**src/rtl/xbu_pkg.sv**
```systemverilog
`timescale 1ns/1ps
package xbu_pkg;
  localparam int SRC_N    = 3;
  localparam int SRC_MEM  = 0;
  localparam int SRC_IN   = 1;
  localparam int SRC_WORK = 2;
endpackage

```
**src/rtl/xbu_bus_sel.sv**
```systemverilog
`timescale 1ns/1ps
// Wired-OR model of tristate drivers plus a bus keeper.
module xbu_bus_sel #(
  parameter int DATA_W = 8,
  parameter int SRC_N  = 3
) (
  input  logic                           clk,
  input  logic                           rst,
  input  logic [SRC_N-1:0]               drv_en,
  input  logic [SRC_N-1:0][DATA_W-1:0]   drv_data,
  output logic [DATA_W-1:0]              bus,
  output logic                           single,
  output logic                           conflict
);
  localparam int CNT_W = $clog2(SRC_N + 1);

  logic [SRC_N-1:0][DATA_W-1:0] gated;
  logic [DATA_W-1:0]            wired;
  logic [DATA_W-1:0]            keep_q;
  logic [CNT_W-1:0]             n_active;

  genvar g;
  generate
    for (g = 0; g < SRC_N; g++) begin : g_drv
      assign gated[g] = drv_data[g] & {DATA_W{drv_en[g]}};
    end
  endgenerate

  always_comb begin
    wired    = '0;
    n_active = '0;
    for (int i = 0; i < SRC_N; i++) begin
      wired    = wired | gated[i];
      n_active = n_active + CNT_W'(drv_en[i]);
    end
  end

  assign single   = (n_active == CNT_W'(1));
  assign conflict = (n_active > CNT_W'(1));
  assign bus      = single ? wired : keep_q;

  always_ff @(posedge clk) begin
    if (rst)         keep_q <= '0;
    else if (single) keep_q <= wired;
  end


  idle_bus_chk: assert property (@(posedge clk) disable iff (rst)
    (single ##1 (drv_en == '0)) |-> (bus == $past(bus)));
endmodule

```
**src/rtl/xbu_regfile.sv**
```systemverilog
`timescale 1ns/1ps
// Small register-file RAM, asynchronous read, clearable on reset.
module xbu_regfile #(
  parameter int DATA_W = 8,
  parameter int DEPTH  = 16,
  localparam int ADDR_W = $clog2(DEPTH)
) (
  input  logic              clk,
  input  logic              rst,
  input  logic              cs,
  input  logic              wr_en,
  input  logic [ADDR_W-1:0] addr,
  input  logic [DATA_W-1:0] wdata,
  output logic [DATA_W-1:0] rd_data
);
  logic [DATA_W-1:0] mem [DEPTH];

  always_ff @(posedge clk) begin
    if (rst) begin
      for (int i = 0; i < DEPTH; i++) mem[i] <= '0;
    end else if (wr_en && cs) begin
      mem[addr] <= wdata;
    end
  end

  assign rd_data = cs ? mem[addr] : '0;


  write_lands_chk: assert property (@(posedge clk) disable iff (rst)
    (wr_en && cs) |=> (mem[$past(addr)] == $past(wdata)));


  deselect_write_chk: assert property (@(posedge clk) disable iff (rst)
    (!cs) |=> (mem[$past(addr)] == $past(mem[addr])));
endmodule

```
**src/rtl/xbu_dreg.sv**
```systemverilog
`timescale 1ns/1ps
// Loadable destination register with synchronous reset.
module xbu_dreg #(
  parameter int W = 8
) (
  input  logic         clk,
  input  logic         rst,
  input  logic         ld,
  input  logic [W-1:0] d,
  output logic [W-1:0] q
);
  always_ff @(posedge clk) begin
    if (rst)     q <= '0;
    else if (ld) q <= d;
  end
endmodule

```
**src/rtl/xfer_bus_unit.sv**
```systemverilog
`timescale 1ns/1ps
module xfer_bus_unit #(
  parameter int DATA_W = 8,
  parameter int DEPTH  = 16
) (
  input  logic              clk,
  input  logic              rst,
  input  logic              ctl_addr_ld,
  input  logic              ctl_mem_rd,
  input  logic              ctl_mem_wr,
  input  logic              ctl_in_drv,
  input  logic              ctl_out_ld,
  input  logic              ctl_work_ld,
  input  logic              ctl_work_drv,
  input  logic              mem_cs,
  input  logic [DATA_W-1:0] in_port,
  output logic [DATA_W-1:0] out_port,
  output logic              bus_conflict
);
  import xbu_pkg::*;
  localparam int ADDR_W = $clog2(DEPTH);

  logic [SRC_N-1:0]             drv_en;
  logic [SRC_N-1:0][DATA_W-1:0] drv_data;
  logic [DATA_W-1:0]            bus;
  logic                         single;
  logic                         conflict;
  logic                         commit;
  logic [DATA_W-1:0]            work_q;
  logic [DATA_W-1:0]            ram_rd;
  logic [ADDR_W-1:0]            addr_q;
  logic                         flag_q;

  assign drv_en[SRC_MEM]    = ctl_mem_rd;
  assign drv_en[SRC_IN]     = ctl_in_drv;
  assign drv_en[SRC_WORK]   = ctl_work_drv;
  assign drv_data[SRC_MEM]  = ram_rd;
  assign drv_data[SRC_IN]   = in_port;
  assign drv_data[SRC_WORK] = work_q;

  xbu_bus_sel #(.DATA_W(DATA_W), .SRC_N(SRC_N)) u_bus (
    .clk(clk), .rst(rst), .drv_en(drv_en), .drv_data(drv_data),
    .bus(bus), .single(single), .conflict(conflict)
  );

  assign commit = !conflict;

  xbu_regfile #(.DATA_W(DATA_W), .DEPTH(DEPTH)) u_ram (
    .clk(clk), .rst(rst), .cs(mem_cs), .wr_en(ctl_mem_wr && commit),
    .addr(addr_q), .wdata(bus), .rd_data(ram_rd)
  );

  xbu_dreg #(.W(DATA_W)) u_work (
    .clk(clk), .rst(rst), .ld(ctl_work_ld && commit), .d(bus), .q(work_q)
  );

  xbu_dreg #(.W(DATA_W)) u_out (
    .clk(clk), .rst(rst), .ld(ctl_out_ld && commit), .d(bus), .q(out_port)
  );

  xbu_dreg #(.W(ADDR_W)) u_addr (
    .clk(clk), .rst(rst), .ld(ctl_addr_ld && commit), .d(bus[ADDR_W-1:0]), .q(addr_q)
  );

  always_ff @(posedge clk) begin
    if (rst) flag_q <= 1'b0;
    else     flag_q <= conflict;
  end
  assign bus_conflict = flag_q;


  conflict_flag_chk: assert property (@(posedge clk) disable iff (rst)
    conflict |=> bus_conflict);


  conflict_hold_chk: assert property (@(posedge clk) disable iff (rst)
    conflict |=> ($stable(out_port) && $stable(work_q) && $stable(addr_q)));


  work_from_input_chk: assert property (@(posedge clk) disable iff (rst)
    (ctl_in_drv && !ctl_mem_rd && !ctl_work_drv && ctl_work_ld) |=> (work_q == $past(in_port)));


  addr_from_bus_chk: assert property (@(posedge clk) disable iff (rst)
    (ctl_addr_ld && single) |=> (addr_q == $past(bus[ADDR_W-1:0])));


  out_from_work_chk: assert property (@(posedge clk) disable iff (rst)
    (ctl_work_drv && !ctl_mem_rd && !ctl_in_drv && ctl_out_ld) |=> (out_port == $past(work_q)));
endmodule

```
**config.mk**
```make
export PLATFORM = sky130hd
export DESIGN_NAME = xfer_bus_unit
export DESIGN_NICKNAME = d
export VERILOG_FILES = /design/src/rtl/xbu_pkg.sv /design/src/rtl/xbu_bus_sel.sv /design/src/rtl/xbu_regfile.sv /design/src/rtl/xbu_dreg.sv /design/src/rtl/xfer_bus_unit.sv
export SDC_FILE = /design/constraint.sdc
export NUM_CORES = 1
export LEC_CHECK = 0
export ABC_AREA = 0
export BUFFER_PORTS_ARGS = -buffer_cell sky130_fd_sc_hd__buf_2
export CORE_MARGIN = 2
export CORE_UTILIZATION = 50
export DETAILED_ROUTE_END_ITERATION = 16
export PLACE_DENSITY = 0.71
export SYNTH_ARGS = -nofsm -noshare
export SYNTH_HDL_FRONTEND = slang
export SYNTH_SLANG_ARGS = --single-unit
export TNS_END_PERCENT = 20
```
**constraint.sdc**
```tcl
create_clock -name clk -period 3.35 [get_ports clk]
set_input_delay 0.5025 -clock clk [delete_from_list [all_inputs] [get_ports clk]]
set_output_delay 0.5025 -clock clk [all_outputs]
set_load 0.02 [all_outputs]
```
# == Word-level counts from Yosys, hierarchy flattened ==
# Memory sizes are Yosys's and may differ from the RTL's. A register that Yosys moved wholly into a read port is not among the register bits.
# Index checks and enable logic that the tools add are counted.
# op_classes
addsub,2
n_lt_le_gt_ge,1
n_eq_ne,1
mux,12
n_bitwise,5
n_reduce_logical,7
# op_table
cell,count
8-bit bitwise AND,3
8-bit two-way mux,3
8-bit bitwise OR,2
4-bit two-way mux,3
8-bit OR reduction,1
1-bit two-way mux,6
1-bit logical AND,5
1-bit by 1-bit adder with 2-bit output,1
2-bit by 1-bit adder with 2-bit output,1
2-bit by 1-bit == test with 1-bit output (second input constant),1
2-bit by 1-bit > comparator with 1-bit output (second input constant),1
1-bit zero test,1
# totals
regBits,29
mem_bits_rw,128
inputBits,18
output_inout_bits,9
n_memories,1
# mem_list
name,words,word_bits,read_ports,rd_ports_with_merged_regs,write_ports,line,rtl
u_ram.mem,16,8,1,1,16,xbu_regfile.sv:16,logic [DATA_W-1:0] mem [DEPTH];

# == Logic depth before layout (Yosys ltp) ==
# Gate-level depths: netlist of run 1.
# logic_depth
depth_word,11
depth_mapped,9
mapped_depth_nobuf,6

# == By module ==
# Synthesis of run 1 repeated with hierarchy kept, for this count alone.
# hier_totals
cells_unflattened,545
area_unflattened_um2,7280.7
# modules_own_cells
module,n_inst,cells_per_inst,area_each_um2
xbu_regfile,1,419,6062.1
xbu_dreg at u_out ...,2,26,285.3
xbu_bus_sel,1,55,456.7
xbu_dreg at u_addr,1,13,140.1
xfer_bus_unit,1,6,51.3

# == Least setup slack after synthesis of run 1 ==
# OpenSTA, ideal clock, no wires.
# synth_timing
path_type,input-to-reg
start,in ctl_in_drv
end,"mem u_ram.mem[0][1], data pin"
setup_ns,0.273
arrival_ns,2.356
setup_slack_ns,0.721
cell_stages,8
path_buffers,3
path_cell_list,clkbuf_1 -> inv_1 -> fa_1 -> nor2b_1 -> buf_2 -> nor2_1 -> clkbuf_1 -> a211oi_1
# synth_rtl
element,line,rtl
"start, declared",xfer_bus_unit.sv:11,"input logic ctl_in_drv,"
"end, declared",xbu_regfile.sv:16,

==> metrics.txt, run 1 <==
Final Non-Filler Cells=944; starting density of the core=51.33%; hold buffer count at CTS=0; DIE WIDTH=131.7 um; metal2 WL=11430 um; Synth Register Bits=161; crit-path max FO=13; max frequency=0.3577 GHz; Vias=6214; post_cts resized=0; placed cells=912; Sw Pwr=1.440 mW; vias in the first global route=5996; DIE AREA=0.01735 sq mm; Hold WS=542.0 ps; fin crit share=83.44%; Synthesized Nets=710; dpl hpwl=16110 um; maximum clock path buffer count=2; status=complete, no violations; pre-CTS setup slack=161.9 ps; Synth Cell Area=0.008154 sq mm; VDD IR max=407.8 uV; synth-to-layout area growth=11.80%; Post-synth ARST share=0%; Final Hold Viols=0; via/cell ratio=6.583; Worst-path clk slew=60 ps; clk sinks=161; Final Max Tran Viols=0; Comb power frac=17.0%; Yosys cell types=37; area of the multi-input gates=0.003261 sq mm; Synthesis Warnings=0; Crit path required time=3500 ps; root buffer cell=clkbuf_16; placed instance area=0.008548 sq mm; post-route ant nets=0; first-pass GRT wire length=35620 um; Tot GR Track Use=27.63%; fin nets=734; Chip Height=131.7 um; clk_skew=7.483 ps; Hold WC Path Type=input pin to register; maximum capacitance violations=0; synthesized area per cell=11.80 sq um; CP Capture Type=register; sequential share of the synthesized area=55.24%; Final WS setup=554.6 ps; fin crit period=2795 ps; fill count=1337; Cells on Worst Hold Path=3; CTS tree=built; share of post-route cells with drive strength above 1=19.51%; total wire length=23880 um; Num CTS Buffers=17; postcts setup bufs=0; Met3 Wirelength=2065 um; initial antenna violation count=0; design area=0.009116 sq mm; Slew HR=35.19%; routed len/inst=25.30 um; number of H-tree levels=4; Primary FF master, synth=edfxtp_1; routability cong.=0.9130; TNS Setup=0 ps; post-route met1 wirelength=9538 um; Setup-failing EPs final=0; worst skew pair latency=420 ps; share of power burned in the clock network=36.9%; Crit Path Class=input pin to register; Leak=3.082 nW; grt total ovfl=0; Register Area=0.004508 sq mm; Sequential Power Share=46.0%; First-pass DRT Iterations=5; Top Layer Used=met4; EDFF count, synth=128; Antenna Diode Count=0; largest net degree at the start of global routing=46; Syn Inst Count=691; PwrDens=550.5 mW/mm^2; sw frac=28.69%; worst-margin pin slew=968.5 ps; CORE AREA=0.01589 sq mm; CP Data Arrival Time=2940 ps; Site Rows=46; initial DRC count=703; PortBufs=26; Reg2Reg Depth=5; RSZ-0062 raised after global routing=false; Remaining DRCs=0; num ports=27; Pint=3.578 mW; crit start category=input pin
[area by class of cell]
cell class / instances / share of cell area [%]
Multi-Input combinational cell: 461 / 35.77
Tap cell: 216 / 2.965
Clock inverter: 7 / 0.4941
Inverter: 5 / 0.2059
Sequential cell: 161 / 49.45
Timing Repair Buffer: 69 / 5.380
Clock buffer: 25 / 5.737
[path summary, 6_finish.rpt]
kind / from / end / slack, ps
worst max-delay path: ctl_in_drv / u_ram.mem[14][4] / 550
worst min-delay path: ctl_addr_ld / register / 540
worst max register to register: register / u_ram.mem[7][5] / 850
worst min register to register: u_out.q[1] / u_out.q[1] / 580
[critical path, stage by stage]
cell,delay (ps)
buf_2,180
inv_1,80
fa_1,740
nand2b_1,640
nand2b_1,510
nand3_1,220
a21oi_1,60
[flip-flops by register name (all words and copies together) (netlist names), named ones only]
name	count
u_ram.mem	128
u_bus.keep_q	8
u_out.q	8
u_work.q	8
u_addr.q	4
bus_conflict	1
[kinds of logic (layout without fill, tap and decap cells)]
| logic type | Yosys count | after routing | synth area share, % |
|---|---|---|---|
| AO/OA/AOI/OAI | 232 | 232 | 21.57 |
| flip-flops | 161 | 161 | 55.24 |
| adder cells (fa/ha/maj) | 1 | 1 | 0.2455 |
| buffers and inverters | 69 | 106 | 5.079 |
| multiplexers | 64 | 64 | 7.856 |
| AND/OR/NAND/NOR | 164 | 164 | 10.00 |
[power by group through the flow]
stage               Clock [mW]  Combinational, mW  Sequential, mW
CTS                       1.86              0.831            2.31
detailed placement           0              0.827            2.35
global route              1.94              0.889            2.32
global placement             0              0.811            2.34
floorplan                    0              0.557            2.33
finish                    1.85              0.855            2.31
[per-layer routing]
metal  up-vias  track usage (%)
li1       2764                -
met1      3058            36.31
met2       323            44.62
met3        69            5.903
met4         0            11.71
met5         -                0
[cell usage after synthesis (4+ instances only)]
master,instances,area [sq um]
a22oi_2,4,50.05
nand3_1,15,75.07
buf_1,5,18.77
and2_1,8,50.05
buf_6,10,112.6
buf_4,9,67.56
edfxtp_1,128,3844
a21oi_1,44,220.2
buf_2,22,110.1
a22o_1,8,70.07
a211o_1,20,175.2
nand2b_1,12,75.07
clkbuf_1,15,56.30
nor2b_1,13,81.33
nand2_1,53,198.9
mux2i_1,64,640.6
nor2_1,31,116.4
dfxtp_1,33,660.6
inv_1,5,18.77
or2_2,12,75.07
a211oi_2,5,62.56
a31oi_2,10,125.1
nor4_1,11,68.82
a211oi_1,87,653.1
a22oi_1,28,210.2
a31oi_1,24,150.1
[through the flow]
stage	utilization (%)	power, mW
finish	57.39	5.019
CTS	57.39	5.001
global route	57.39	5.151
global placement	53.81	3.156
detailed placement	53.81	3.175
floorplan	-	2.884
[placed cells by master (no fill, tap or decap), types with 15 or more instances in the layout]
master / count
a31oi_1: 20
a211o_1: 20
edfxtp_1: 128
dfxtp_1: 32
nor2_1: 31
a211oi_1: 87
buf_2: 26
nand3_1: 15
buf_4: 40
clkbuf_16: 19
nand2_1: 53
a22oi_1: 28
a21oi_1: 44
mux2i_1: 64
(Power assumes the default switching activity.)
==> run 2: changes to the inputs <==
==> constraint.sdc (replaced) <==
create_clock -name clk -period 2.6 [get_ports clk]
set_input_delay 0.39 -clock clk [delete_from_list [all_inputs] [get_ports clk]]
set_output_delay 0.39 -clock clk [all_outputs]
set_load 0.02 [all_outputs]
==> metrics.txt, run 2 (same netlist as run 1, synthesis figures left out) <==
status=complete, no violations; vias in the first global route=6195; DIE WIDTH=131.7 um; initial DRC count=804; fin crit period=2374 ps; PwrDens=703.1 mW/mm^2; CTS tree=built; start point of the worst hold path=ctl_addr_ld; Final WS setup=226.4 ps; CORE AREA=0.01589 sq mm; Most flops, register=u_ram.mem; Vias=6460; VDD IR max=473.1 uV; Final Max Tran Viols=0; total wire length=25160 um; Antenna Diode Count=0; RSZ-0062 raised after global routing=false; dpl hpwl=17320 um; num ports=27; synth-to-layout area growth=13.52%; CP Capture Type=register; clk sinks=161; Num CTS Buffers=17; Slew HR=54.85%; routed len/inst=26.07 um; crit start category=register; worst-margin pin slew=676.5 ps; Reg2Reg Depth=6; GR Util met3=5.517%; fin crit share=91.29%; largest net degree at the start of global routing=46; via/cell ratio=6.694; GRT busiest layer=met2; Worst-path clk slew=60 ps; Crit path required time=2840 ps; Cells on Worst Hold Path=3; Site Rows=46; root buffer cell=clkbuf_16; pre-CTS setup slack=81.70 ps; CP Data Arrival Time=2610 ps; number of H-tree levels=4; Hold WC Path Type=input pin to register; Remaining DRCs=0; maximum capacitance violations=0; Chip Height=131.7 um; Crit Path Class=register to register; fin nets=755; max FFs per register=128; hold buffer count at CTS=0; flop2flop setup slack=230 ps; design area=0.009256 sq mm; First-pass DRT Iterations=6; post_cts resized=0; reg2reg end=u_ram.mem[14][5]; Leak=3.175 nW; DIE AREA=0.01735 sq mm; Setup-failing EPs final=0; max frequency=0.4213 GHz; Hold WS=403.6 ps; initial antenna violation count=0; Power Total=6.508 mW; Tot GR Track Use=29.52%; crit-path max FO=15; highest-count cells in the layout ignoring fill and taps=edfxtp_1 (128), a211oi_1 (87), mux2i_1 (64), buf_4 (61), nand2_1 (53); met1 usage=41.00%; clk_skew=9.390 ps; starting density of the core=51.33%; first-pass GRT wire length=38250 um; worst skew pair latency=430 ps; routability cong.=0.9279; post-route ant nets=0; postcts setup bufs=0; share of post-route cells with drive strength above 1=21.50%; GR Util met2=46.60%; PortBufs=26; grt total ovfl=0; Final Hold Viols=0; maximum clock path buffer count=2; commonest non-fill, non-tap cell in the layout=edfxtp_1; TNS Setup=0 ps; placed instance area=0.008706 sq mm
## run 2: cell type report
class	instances	area (sq um)
tap	216	270.3
multi-input combinational	461	3261
clock inverter	9	52.55
clock buffer	23	498.0
sequential	161	4508
fill	1323	6629
inverter	5	18.77
timing repair buffer	90	648.1
## run 2: where the power goes
part           switching [mW]  total, mW  internal (mW)
clock network           0.978       2.33           1.35
registers              0.0749       2.97           2.89
logic                   0.851       1.21          0.361
total                    1.90       6.51           4.60
## run 2: how the worst max path moves through the flow
stage	from	endpoint	slack, ps	depth (start not counted)
finish	register	u_ram.mem[14][5]	230	6
global route	register	u_ram.mem[14][5]	150	6
CTS	register	u_ram.mem[0][5]	290	6
detailed placement	ctl_in_drv	u_ram.mem[7][0]	80	6
global placement	ctl_in_drv	u_ram.mem[11][3]	120	7
floorplan	ctl_in_drv	u_ram.mem[0][1]	80	8
## run 2: per-stage QoR
| step | util [%] | std cells |
|---|---|---|
| after detailed placement | 54.80 | 933 |
| after global placement | 54.80 | 933 |
| after CTS | 58.27 | 965 |
| after global routing | 58.27 | 965 |
| final | 58.27 | 965 |
| after floorplan | - | 691 |
## run 2: critical path: stages (launching register included)
cell	delay (ps)
dfxtp_4	540
buf_4	330
mux2i_1	140
a22oi_1	430
a31oi_2	180
buf_4	270
a211oi_1	290
## run 2: routing by layer
metal | vias up | share of wire, % | wire length, um
li1 | 2807 | - | -
met1 | 3203 | 40 | 10100
met2 | 387 | 48 | 11960
met3 | 63 | 9.5 | 2398
met4 | 0 | 2.8 | 701
met5 | - | 0 | 0
==> run 3: changes to the inputs <==
--- a/config.mk
+++ b/config.mk
@@ -7,7 +7,7 @@
 export LEC_CHECK = 0
 export ABC_AREA = 0
 export BUFFER_PORTS_ARGS = -buffer_cell sky130_fd_sc_hd__buf_2
-export CORE_MARGIN = 2
+export CORE_MARGIN = 1.5
 export CORE_UTILIZATION = 50
 export DETAILED_ROUTE_END_ITERATION = 16
 export PLACE_DENSITY = 0.71
==> metrics.txt, run 3 (same netlist as run 1, synthesis figures left out) <==
status=complete, no violations; post-route ant nets=0; Site Rows=46; metal2 WL=11600 um; Num CTS Buffers=17; clk_skew=8.235 ps; area of the multi-input gates=0.003261 sq mm; crit-path max FO=17; initial DRC count=1022; placed cells=940; grt total ovfl=0; synth-to-layout area growth=15.11%; Slew HR=51.47%; RSZ-0062 raised after global routing=false; Setup-failing EPs final=0; Final Max Tran Viols=0; Final Non-Filler Cells=972; vias in the first global route=5969; Sequential Power Share=43.1%; fin crit share=86.37%; CP Data Arrival Time=2420 ps; worst skew pair latency=450 ps; Antenna Diode Count=0; Reg2Reg Depth=6; Crit path required time=2770 ps; First-pass DRT Iterations=7; Power Total=6.887 mW; reg2reg end=u_ram.mem[12][0]; routability cong.=0.9265; dpl hpwl=17090 um; CP Capture Type=register; Crit Path Class=register to register; Pint=4.901 mW; Remaining DRCs=0; sw frac=28.84%; root buffer cell=clkbuf_16; Comb power frac=18.3%; flop2flop setup slack=350 ps; share of post-route cells with drive strength above 1=22.35%; worst-path cell chain=buf_4, mux2i_1, a22oi_1, a31oi_2, buf_4, a211oi_1; first-pass GRT wire length=36850 um; starting density of the core=51.33%; hold buffer count at CTS=0; fill count=1328; Sw Pwr=1.986 mW; PortBufs=26; worst-margin pin slew=721.4 ps; DIE WIDTH=130.7 um; Top Layer Used=met4; Most flops, register=u_ram.mem; share of power burned in the clock network=38.6%; highest-count cells in the layout ignoring fill and taps=edfxtp_1 (128), a211oi_1 (87), buf_4 (68), mux2i_1 (64), nand2_1 (53); VDD IR max=533.3 uV; CTS tree=built; fin nets=762; post-route met1 wirelength=9887 um; start point of the worst hold path=ctl_addr_ld; CORE AREA=0.01589 sq mm; via/cell ratio=6.598; routed len/inst=26.10 um; Leak=3.231 nW; Tot GR Track Use=30.72%; cell mode on critical path=buf_4; Hold WS=397.1 ps; Hold WC Path Type=input pin to register; maximum clock path buffer count=2; number of H-tree levels=4; Slowest-stage cell, CP=dfxtp_4; postcts setup bufs=0; maximum capacitance violations=0; total wire length=25370 um; Met3 Wirelength=3109 um; PwrDens=733.7 mW/mm^2; max frequency=0.4453 GHz; clk sinks=161; fin crit period=2246 ps; Cells on Worst Hold Path=3; Chip Height=130.7 um; Final WS setup=354.3 ps; initial antenna violation count=0; Final Hold Viols=0; Register Area=0.004508 sq mm; crit start category=register; Worst-path clk slew=60 ps; post_cts resized=0; Vias=6413; max FFs per register=128; num ports=27; largest net degree at the start of global routing=46; pre-CTS setup slack=-54.81 ps; slowest cell delay on critical path=560 ps; commonest non-fill, non-tap cell in the layout=edfxtp_1; DIE AREA=0.01708 sq mm
==> run 3: cell count changes in the layout (fill, tap and decap cells not counted), moves of 3 or more <==
cell / before / now
buf_4: 61 / 68
bufinv_16: 0 / 4
clkinv_4: 1 / 4
inv_4: 3 / 0
==> run 3: cell type report <==
class / count / share of cell area, %
clock buffer: 18 / 4.679
clock inverter: 14 / 2.013
inverter: 5 / 0.1999
multi-input combinational: 461 / 34.74
sequential: 161 / 48.03
tap: 216 / 2.879
timing repair buffer: 97 / 7.465
==> run 3: per-stage QoR <==
stage | util, % | cell area [sq um] | TNS (ps)
2_1_floorplan | - | 8154 | 0
5_1_grt | 59.09 | 9387 | 0
4_1_cts | 59.09 | 9387 | 0
6_report | 59.09 | 9387 | 0
3_3_place_gp | 55.14 | 8758 | 0
3_5_place_dp | 55.14 | 8758 | -437.9
==> run 3: power by group through the flow <==
stage | registers, mW | clock network (mW) | logic, mW
global route | 2.98 | 2.76 | 1.29
global placement | 3.01 | 0 | 1.18
CTS | 2.96 | 2.66 | 1.21
floorplan | 3.00 | 0 | 0.718
detailed placement | 3.02 | 0 | 1.21
finish | 2.97 | 2.66 | 1.26
==> run 3: worst max-delay path by stage <==
stage | from | to | cells past startpoint
after global placement | ctl_in_drv | u_ram.mem[7][1] | 6
after global routing | ctl_in_drv | u_ram.mem[8][0] | 6
after detailed placement | ctl_in_drv | u_ram.mem[8][4] | 6
final | register | u_ram.mem[12][0] | 6
after floorplan | ctl_in_drv | u_ram.mem[0][1] | 8
after CTS | register | u_ram.mem[12][0] | 6
==> run 3: worst max-delay path, delay by kind of cell, from the launching register on <==
kind                   cells  cell delay (ps)
AOI/OAI and AO/OA          3              630
buffers and inverters      2              520
DFF                        1              560
muxes                      1              260
==> run 3: per-layer routing <==
metal  vias to the layer above  global-route usage [%]
met4                         0                   11.51
met3                        72                   10.42
li1                       2800                       -
met1                      3084                   40.97
met5                         -                       0
met2                       457                   46.72
